--- src/rtl/spi_port_pkg.sv ---
package spi_port_pkg;

    localparam logic [1:0] REG_CTRL = 2'd0;
    localparam logic [1:0] REG_STAT = 2'd1;
    localparam logic [1:0] REG_DATA = 2'd2;

    localparam int unsigned STAT_DONE_BIT = 7;
    localparam int unsigned STAT_WCOL_BIT = 6;
    localparam int unsigned STAT_MODF_BIT = 4;

    typedef struct packed {
        logic       irq_en;
        logic [1:0] rate;
        logic       cpha;
        logic       cpol;
        logic       master;
        logic       enable;
    } ctrl_t;

endpackage

--- src/rtl/spi_port_sync.sv ---
module spi_port_sync #(
    parameter int unsigned   W      = 3,
    parameter int unsigned   STAGES = 2,
    parameter logic [W-1:0]  RST    = '0
) (
    input  logic         clk,
    input  logic         rst_n,
    input  logic [W-1:0] din,
    output logic [W-1:0] dout
);
    logic [W-1:0] stg_q [STAGES];
    logic [W-1:0] stg_d [STAGES];

    always_comb begin
        stg_d[0] = din;
        for (int i = 1; i < STAGES; i++) begin
            stg_d[i] = stg_q[i-1];
        end
    end

    always_ff @(posedge clk or negedge rst_n) begin
        if (!rst_n) begin
            for (int i = 0; i < STAGES; i++) stg_q[i] <= RST;
        end else begin
            for (int i = 0; i < STAGES; i++) stg_q[i] <= stg_d[i];
        end
    end

    assign dout = stg_q[STAGES-1];
endmodule

--- src/rtl/spi_port_clkgen.sv ---
module spi_port_clkgen #(
    parameter int unsigned RATE_W    = 2,
    parameter int unsigned BASE_LOG2 = 1
) (
    input  logic              clk,
    input  logic              rst_n,
    input  logic              run,
    input  logic [RATE_W-1:0] rate,
    output logic              tick
);
    localparam int unsigned CNT_W = BASE_LOG2 + (1 << RATE_W);

    logic [CNT_W-1:0] cnt_q, cnt_d, limit;

    always_comb begin
        limit = (CNT_W'(1) << (CNT_W'(BASE_LOG2) + CNT_W'(rate))) - CNT_W'(1);
        tick  = run && (cnt_q == limit);
        cnt_d = (!run || tick) ? '0 : cnt_q + CNT_W'(1);
    end

    always_ff @(posedge clk or negedge rst_n) begin
        if (!rst_n) cnt_q <= '0;
        else        cnt_q <= cnt_d;
    end


    tick_gap_chk: assert property (@(posedge clk) disable iff (!rst_n)
        tick |=> !tick);
endmodule

--- src/rtl/spi_port_shifter.sv ---
module spi_port_shifter #(
    parameter int unsigned DW = 8
) (
    input  logic          clk,
    input  logic          rst_n,
    input  logic          load,
    input  logic          start,
    input  logic [DW-1:0] load_data,
    input  logic          abort,
    input  logic          edge_ev,
    input  logic          cpha,
    input  logic          din,
    output logic [DW-1:0] sreg,
    output logic          dout,
    output logic          busy,
    output logic          phase,
    output logic          done
);
    localparam int unsigned EDGES = 2 * DW;
    localparam int unsigned EC_W  = $clog2(EDGES);
    localparam logic [EC_W-1:0] LAST = EC_W'(EDGES - 1);

    logic [DW-1:0]   sreg_q, sreg_d;
    logic [EC_W-1:0] ecnt_q, ecnt_d;
    logic            out_q, out_d;
    logic            hold_q, hold_d;
    logic            active_q, active_d;

    always_comb begin
        sreg_d   = sreg_q;
        ecnt_d   = ecnt_q;
        out_d    = out_q;
        hold_d   = hold_q;
        active_d = active_q;
        done     = 1'b0;
        if (load) begin
            sreg_d   = load_data;
            out_d    = load_data[DW-1];
            active_d = start;
            ecnt_d   = '0;
        end else if (edge_ev) begin
            active_d = 1'b1;
            if (!ecnt_q[0]) begin
                if (cpha) out_d  = sreg_q[DW-1];
                else      hold_d = din;
            end else begin
                sreg_d = {sreg_q[DW-2:0], (cpha ? din : hold_q)};
            end
            if (ecnt_q == LAST) begin
                ecnt_d   = '0;
                active_d = 1'b0;
                done     = 1'b1;
            end else begin
                ecnt_d = ecnt_q + EC_W'(1);
            end
        end
        if (abort) begin
            active_d = 1'b0;
            ecnt_d   = '0;
            done     = 1'b0;
        end
    end

    always_ff @(posedge clk or negedge rst_n) begin
        if (!rst_n) begin
            sreg_q   <= '0;
            ecnt_q   <= '0;
            out_q    <= 1'b0;
            hold_q   <= 1'b0;
            active_q <= 1'b0;
        end else begin
            sreg_q   <= sreg_d;
            ecnt_q   <= ecnt_d;
            out_q    <= out_d;
            hold_q   <= hold_d;
            active_q <= active_d;
        end
    end

    assign sreg  = sreg_q;
    assign dout  = cpha ? out_q : sreg_q[DW-1];
    assign busy  = active_q;
    assign phase = ecnt_q[0];


    load_idle_chk: assert property (@(posedge clk) disable iff (!rst_n)
        load |-> !active_q);
endmodule

--- src/rtl/spi_port.sv ---
module spi_port
    import spi_port_pkg::*;
#(
    parameter int unsigned DW          = 8,
    parameter int unsigned SYNC_STAGES = 2
) (
    input  logic          clk,
    input  logic          rst_n,
    input  logic [1:0]    reg_addr,
    input  logic          reg_wr,
    input  logic          reg_rd,
    input  logic [DW-1:0] reg_wdata,
    output logic [DW-1:0] reg_rdata,
    output logic          irq,
    input  logic          sck_i,
    output logic          sck_o,
    output logic          sck_oe,
    input  logic          mosi_i,
    output logic          mosi_o,
    output logic          mosi_oe,
    input  logic          miso_i,
    output logic          miso_o,
    output logic          miso_oe,
    input  logic          ss_n_i
);
    localparam int unsigned CTRL_W = $bits(ctrl_t);
    localparam int unsigned RATE_W = 2;

    typedef struct packed {
        ctrl_t ctrl;
        logic  done;
        logic  wcol;
        logic  modf;
        logic  arm;
        logic  sck_prev;
    } state_t;

    state_t st_q, st_d;

    logic          ss_s, sck_s, mosi_s;
    logic          is_master, is_slave, fault;
    logic          wr_ctrl, wr_data, rd_stat, data_access;
    logic          busy, phase, xfer_done, dout, tick;
    logic          load, start, abort, edge_ev, slv_edge, din;
    logic [DW-1:0] sreg;
    logic [DW-1:0] stat;
    logic          unused_wbits;

    spi_port_sync #(
        .W      (3),
        .STAGES (SYNC_STAGES),
        .RST    (3'b100)
    ) u_sync (
        .clk   (clk),
        .rst_n (rst_n),
        .din   ({ss_n_i, sck_i, mosi_i}),
        .dout  ({ss_s, sck_s, mosi_s})
    );

    assign is_master   = st_q.ctrl.enable && st_q.ctrl.master;
    assign is_slave    = st_q.ctrl.enable && !st_q.ctrl.master;
    assign fault       = is_master && !ss_s;
    assign wr_ctrl     = reg_wr && (reg_addr == REG_CTRL);
    assign wr_data     = reg_wr && (reg_addr == REG_DATA);
    assign rd_stat     = reg_rd && (reg_addr == REG_STAT);
    assign data_access = (reg_wr || reg_rd) && (reg_addr == REG_DATA);

    assign slv_edge = is_slave && !ss_s && (sck_s != st_q.sck_prev);
    assign edge_ev  = is_master ? tick : slv_edge;
    assign load     = wr_data && !busy;
    assign start    = is_master && !fault;
    assign abort    = fault || !st_q.ctrl.enable || (is_slave && ss_s);
    assign din      = is_master ? miso_i : mosi_s;

    spi_port_clkgen #(
        .RATE_W    (RATE_W),
        .BASE_LOG2 (1)
    ) u_clkgen (
        .clk   (clk),
        .rst_n (rst_n),
        .run   (is_master && busy),
        .rate  (st_q.ctrl.rate),
        .tick  (tick)
    );

    spi_port_shifter #(
        .DW (DW)
    ) u_shifter (
        .clk       (clk),
        .rst_n     (rst_n),
        .load      (load),
        .start     (start),
        .load_data (reg_wdata),
        .abort     (abort),
        .edge_ev   (edge_ev),
        .cpha      (st_q.ctrl.cpha),
        .din       (din),
        .sreg      (sreg),
        .dout      (dout),
        .busy      (busy),
        .phase     (phase),
        .done      (xfer_done)
    );

    always_comb begin
        st_d          = st_q;
        st_d.sck_prev = sck_s;
        if (wr_ctrl) st_d.ctrl = ctrl_t'(reg_wdata[CTRL_W-1:0]);
        if (data_access && st_q.arm) begin
            st_d.done = 1'b0;
            st_d.wcol = 1'b0;
            st_d.modf = 1'b0;
            st_d.arm  = 1'b0;
        end
        if (rd_stat && (st_q.done || st_q.wcol || st_q.modf)) st_d.arm = 1'b1;
        if (xfer_done)        st_d.done = 1'b1;
        if (wr_data && busy)  st_d.wcol = 1'b1;
        if (fault) begin
            st_d.modf        = 1'b1;
            st_d.ctrl.master = 1'b0;
        end
    end

    always_ff @(posedge clk or negedge rst_n) begin
        if (!rst_n) st_q <= '0;
        else        st_q <= st_d;
    end

    always_comb begin
        stat                = '0;
        stat[STAT_DONE_BIT] = st_q.done;
        stat[STAT_WCOL_BIT] = st_q.wcol;
        stat[STAT_MODF_BIT] = st_q.modf;
        case (reg_addr)
            REG_CTRL: reg_rdata = DW'(st_q.ctrl);
            REG_STAT: reg_rdata = stat;
            REG_DATA: reg_rdata = sreg;
            default:  reg_rdata = '0;
        endcase
    end

    assign unused_wbits = ^reg_wdata[DW-1:CTRL_W];

    assign irq     = st_q.done && st_q.ctrl.irq_en;
    assign sck_o   = st_q.ctrl.cpol ^ (is_master && phase);
    assign sck_oe  = is_master;
    assign mosi_o  = dout;
    assign mosi_oe = is_master;
    assign miso_o  = dout;
    assign miso_oe = is_slave && !ss_s;


    wcol_set_chk: assert property (@(posedge clk) disable iff (!rst_n)
        (wr_data && busy) |=> st_q.wcol);


    modf_stop_chk: assert property (@(posedge clk) disable iff (!rst_n)
        $rose(st_q.modf) |-> (!st_q.ctrl.master && !busy));


    done_end_chk: assert property (@(posedge clk) disable iff (!rst_n)
        $rose(st_q.done) |-> !busy);


    sck_idle_chk: assert property (@(posedge clk) disable iff (!rst_n)
        (is_master && !busy) |-> (sck_o == st_q.ctrl.cpol));
endmodule

--- config.mk ---
export PLATFORM = sky130hd
export DESIGN_NAME = spi_port
export DESIGN_NICKNAME = d
export VERILOG_FILES = /design/src/rtl/spi_port_pkg.sv /design/src/rtl/spi_port_sync.sv /design/src/rtl/spi_port_clkgen.sv /design/src/rtl/spi_port_shifter.sv /design/src/rtl/spi_port.sv
export SDC_FILE = /design/constraint.sdc
export NUM_CORES = 1
export LEC_CHECK = 0
export ABC_AREA = 1
export BUFFER_PORTS_ARGS = -buffer_cell sky130_fd_sc_hd__buf_2
export CORE_ASPECT_RATIO = 1.5
export CORE_MARGIN = 2
export CORE_UTILIZATION = 50
export DETAILED_ROUTE_END_ITERATION = 16
export PLACE_DENSITY = 0.75
export SKIP_CTS_REPAIR_TIMING = 1
export SYNTH_ARGS = -nofsm -noshare
export SYNTH_HDL_FRONTEND = slang
export SYNTH_SLANG_ARGS = --single-unit
export TNS_END_PERCENT = 20
--- constraint.sdc ---
create_clock -name clk -period 1.2 [get_ports clk]
set_input_delay 0.3 -clock clk [delete_from_list [all_inputs] [get_ports clk]]
set_output_delay 0.3 -clock clk [all_outputs]
set_load 0.005 [all_outputs]
==> qor.tcl <==
set qor(fmaxAchievable_ghz) 0.6607
set qor(critPathTopFamily) {flip-flops}
set qor(synth_compound_area_frac) 0.09441
set qor(violations) {setup timing}
set qor(result_of_the_run) {complete, but fails checks}
set qor(cts_inserted_buffers) 5
set qor(global_route.usage.total) 0.2343
set qor(slack_of_the_worst_reg_to_reg_path_ns) -0.20
set qor(fin_crit_sh) 1.261
set qor(synthesis.instances) 258
set qor(slew_violations) 0
set qor(initial_cell_density_of_the_core) 0.5134
set qor(antenna_cells_inserted) 0
set qor(final_hold_viol_count) 0
set qor(timing.final.setup_violations) 31
set qor(drc) 0
set qor(route.vias.total) 1932
set qor(floorplan.die.width_um) 55.83
set qor(critical_path.cell_chain) {inv_2 -> buf_6 -> o211ai_1 -> buf_2}
set qor(post_synth_num_cell_types) 29
set qor(floorplan.die.height_um) 81.74
set qor(cts-htree-levels) 2
set qor(yosysWarnings) 0
set qor(mostFrequentLayoutCell) {sky130_fd_sc_hd__nand2_1}
set qor(die_area_um2) 4563
set qor(area_after_detailed_placement_um2) 2487
set qor(worstReg2RegEnd) {u_shifter.hold_q$_DFFE_PN0P_}
set qor(layout-area-overhead-vs-synth_pct) 33.91
set qor(cp_slowest_stage_delay_ns) 0.39
set qor(synth-simple-area-share) 0.3099
set qor(largest_fanout_on_the_critical_path) 3
set qor(worst_hold_depth) 1
set qor(synth_area_per_cell_um2) 7.808
set qor(synth_top_family_by_area) {simple AND/OR/NAND/NOR gates}
set qor(viasPerCell) 5.208
set qor(fin_area_um2) 2698
set qor(crit-reg2reg-launch) {st_q[10]$_DFFE_PN0P_}
set qor(detail_route.wl_per_cell_um) 13.53
set qor(min-delay-path-class) {input pin to flop}
set qor(fp-row-count) 28
set qor(antenna_found_initial) 0
set qor(fin_worst_skew_ns) 0.007456
set qor(ant_nets) 0
set qor(post-route-util) 0.6875
set qor(min_clock_period_post_route_ns) 1.514
set qor(ff2ff_path_depth) 7
set qor(grt_pass1_vias) 1885
set qor(min_to) {u_sync.stg_d[2]$_DFF_PN1_}
set qor(clkSlewWorstSetupHoldPaths_ns) 0.07
set qor(yosys.area_share.adder) 0.01242
set qor(layout_setup_ws_ns) -0.3136
set qor(grt_setup_unrepaired) {true}
set qor(fin_tns_setup_ns) -5.638
set qor(cp_data_required_time_ns) 0.90
set qor(timing.critical_path.to_type) {primary output}
set qor(highest_count_cells_in_the_layout_ignoring_fill_and_taps) {sky130_fd_sc_hd__nand2_1, sky130_fd_sc_hd__dfrtp_1, sky130_fd_sc_hd__buf_2}
set qor(clk_root_buffer_cell) {sky130_fd_sc_hd__clkbuf_8}
set qor(detail_route.first_pass.iterations) 4
set qor(postSynthRegisterBits) 38
set qor(clock-sinks) 38
set qor(hold_path.startpoint) {ss_n_i}
set qor(post_synth_design_cell_area_um2) 2014
set qor(cap_violations) 0
set qor(path_class) {flop to primary output}
set qor(tritoncts) {done}
set qor(drt_wl_total_mm) 5.018
set qor(io_pins) 33
set qor(yosysSeqAreaShare) 0.4733
set qor(p_per_area_nw_per_um2) 1643
set qor(static-leakage-power_uw) 0.001427
set qor(drt-initial-drc-count) 70
set qor(worst_setup_path_start_kind) {flop}
set qor(worst_ir_drop_vdd_uv) 1138
set qor(post_synth_xor_area_fraction) 0.02174
set qor(critical_path.n_buffers_inverters) 3
set qor(detailed_place_hpwl_mm) 3.822
set qor(drive_above_1_share) 0.3374
set qor(wire_length_of_the_first_global_routing_pass_mm) 8.183
set qor(nNetsFinal) 346
set qor(core_area_um2) 3924
set qor(muxShareOfSynthArea) 0
set qor(global_route.overflow_total) 0
set qor(cts_buffer_depth) 2
set qor(critical_path_arrival_ns) 1.21
set qor(maxSlewHeadroom) 0.7815
set qor(worst_path_max_delay_cell) {sky130_fd_sc_hd__dfrtp_1}
set qor(worstSkewPairLatency_ns) 0.30
set qor(port_buffers) 32
set qor(gp_congestion) 0.8768
set qor(grt_start_max_net_pins) 20
set qor(synth.net_count) 278
set qor(worst_pin_slew_ns) 0.3243
==> per-layer routing <==
layer,wire [um],vias to the layer above,GRT usage
li1,-,967,-
met1,1939,919,0.2564
met2,2787,36,0.4369
met3,165,10,0.05039
met4,125,0,0.1024
met5,0,-,0
==> metrics by stage <==
stage / hold slack (ns) / total power [uW] / setup slack [ns] / cells
finish: 0.09533 / 4433 / -0.3136 / 371
global route: 0.08555 / 4726 / -0.4032 / 371
CTS: -0.09358 / 4304 / -0.3667 / 370
detailed placement: 0.2222 / 3195 / -0.2030 / 363
global placement: 0.2214 / 3159 / -0.1720 / 363
floorplan: 0.004409 / 2613 / -0.08603 / 258
==> cell usage after synthesis <==
cell | n | share of area
sky130_fd_sc_hd__a21oi_1 | 4 | 0.0099
sky130_fd_sc_hd__a22o_1 | 1 | 0.0043
sky130_fd_sc_hd__buf_4 | 3 | 0.011
sky130_fd_sc_hd__buf_6 | 2 | 0.011
sky130_fd_sc_hd__clkbuf_1 | 1 | 0.0019
sky130_fd_sc_hd__clkinv_4 | 1 | 0.0043
sky130_fd_sc_hd__dfrtp_1 | 36 | 0.45
sky130_fd_sc_hd__dfstp_2 | 2 | 0.026
sky130_fd_sc_hd__ha_1 | 2 | 0.012
sky130_fd_sc_hd__inv_1 | 28 | 0.052
sky130_fd_sc_hd__inv_2 | 4 | 0.0075
sky130_fd_sc_hd__nand2_1 | 78 | 0.15
sky130_fd_sc_hd__nand2_2 | 3 | 0.0093
sky130_fd_sc_hd__nand3_1 | 27 | 0.067
sky130_fd_sc_hd__nand3_4 | 1 | 0.0087
sky130_fd_sc_hd__nand4_1 | 3 | 0.0093
sky130_fd_sc_hd__nor2_1 | 17 | 0.032
sky130_fd_sc_hd__nor2_2 | 1 | 0.0031
sky130_fd_sc_hd__nor2_4 | 3 | 0.017
sky130_fd_sc_hd__nor3_1 | 3 | 0.0075
sky130_fd_sc_hd__nor3_2 | 1 | 0.0050
sky130_fd_sc_hd__o211ai_1 | 3 | 0.011
sky130_fd_sc_hd__o21ai_0 | 21 | 0.052
sky130_fd_sc_hd__o21ai_1 | 5 | 0.012
sky130_fd_sc_hd__o311ai_0 | 1 | 0.0043
sky130_fd_sc_hd__or2_1 | 1 | 0.0031
sky130_fd_sc_hd__or2_2 | 1 | 0.0031
sky130_fd_sc_hd__xnor2_1 | 1 | 0.0043
sky130_fd_sc_hd__xor2_1 | 4 | 0.017
==> power by group <==
part	internal, uW	switching, uW
sequential	1570	236
clock	665	442
combinational	685	837
==> final cells by class <==
class,count,area (um2)
clock buffers,6,82.58
clock inverters,1,30.03
fillers,337,1226
inverters,33,133.9
multi-input cells,181,962.2
flip-flops and latches,38,957.2
well taps,45,56.30
repair buffers,67,475.5
==> registers in the layout (all words and copies together), names as in the netlist <==
name	flops
st_q	12
u_shifter.sreg	8
u_clkgen.cnt_q	5
u_shifter.ecnt_q	4
u_sync.dout	3
u_sync.stg_d	3
u_shifter.busy	1
u_shifter.hold_q	1
u_shifter.out_q	1
==> worst max path at each step <==
stage / start / to / slack [ns] / cells after the start
final: st_q[9]$_DFFE_PN0P_ / reg_rdata[4] / -0.31 / 4
after global routing: st_q[9]$_DFFE_PN0P_ / reg_rdata[4] / -0.40 / 4
after CTS: st_q[5]$_DFFE_PN0P_ / miso_oe / -0.37 / 4
after global placement: reg_addr[0] / reg_rdata[4] / -0.17 / 6
after detailed placement: reg_addr[0] / reg_rdata[4] / -0.20 / 6
after floorplan: u_sync.dout[2]$_DFF_PN1_ / u_shifter.busy$_DFFE_PN0P_ / -0.09 / 9
==> kinds of logic (layout without fill, tap and decap cells) <==
kind of cell | after synthesis | count (layout)
adders and majority gates | 2 | 2
DFF | 38 | 38
buffers and inverters | 39 | 107
AOI/OAI and AO/OA | 35 | 35
and+or+nand+nor | 139 | 139
xor gates and xnor gates | 5 | 5
(Power assumes the default switching activity.)
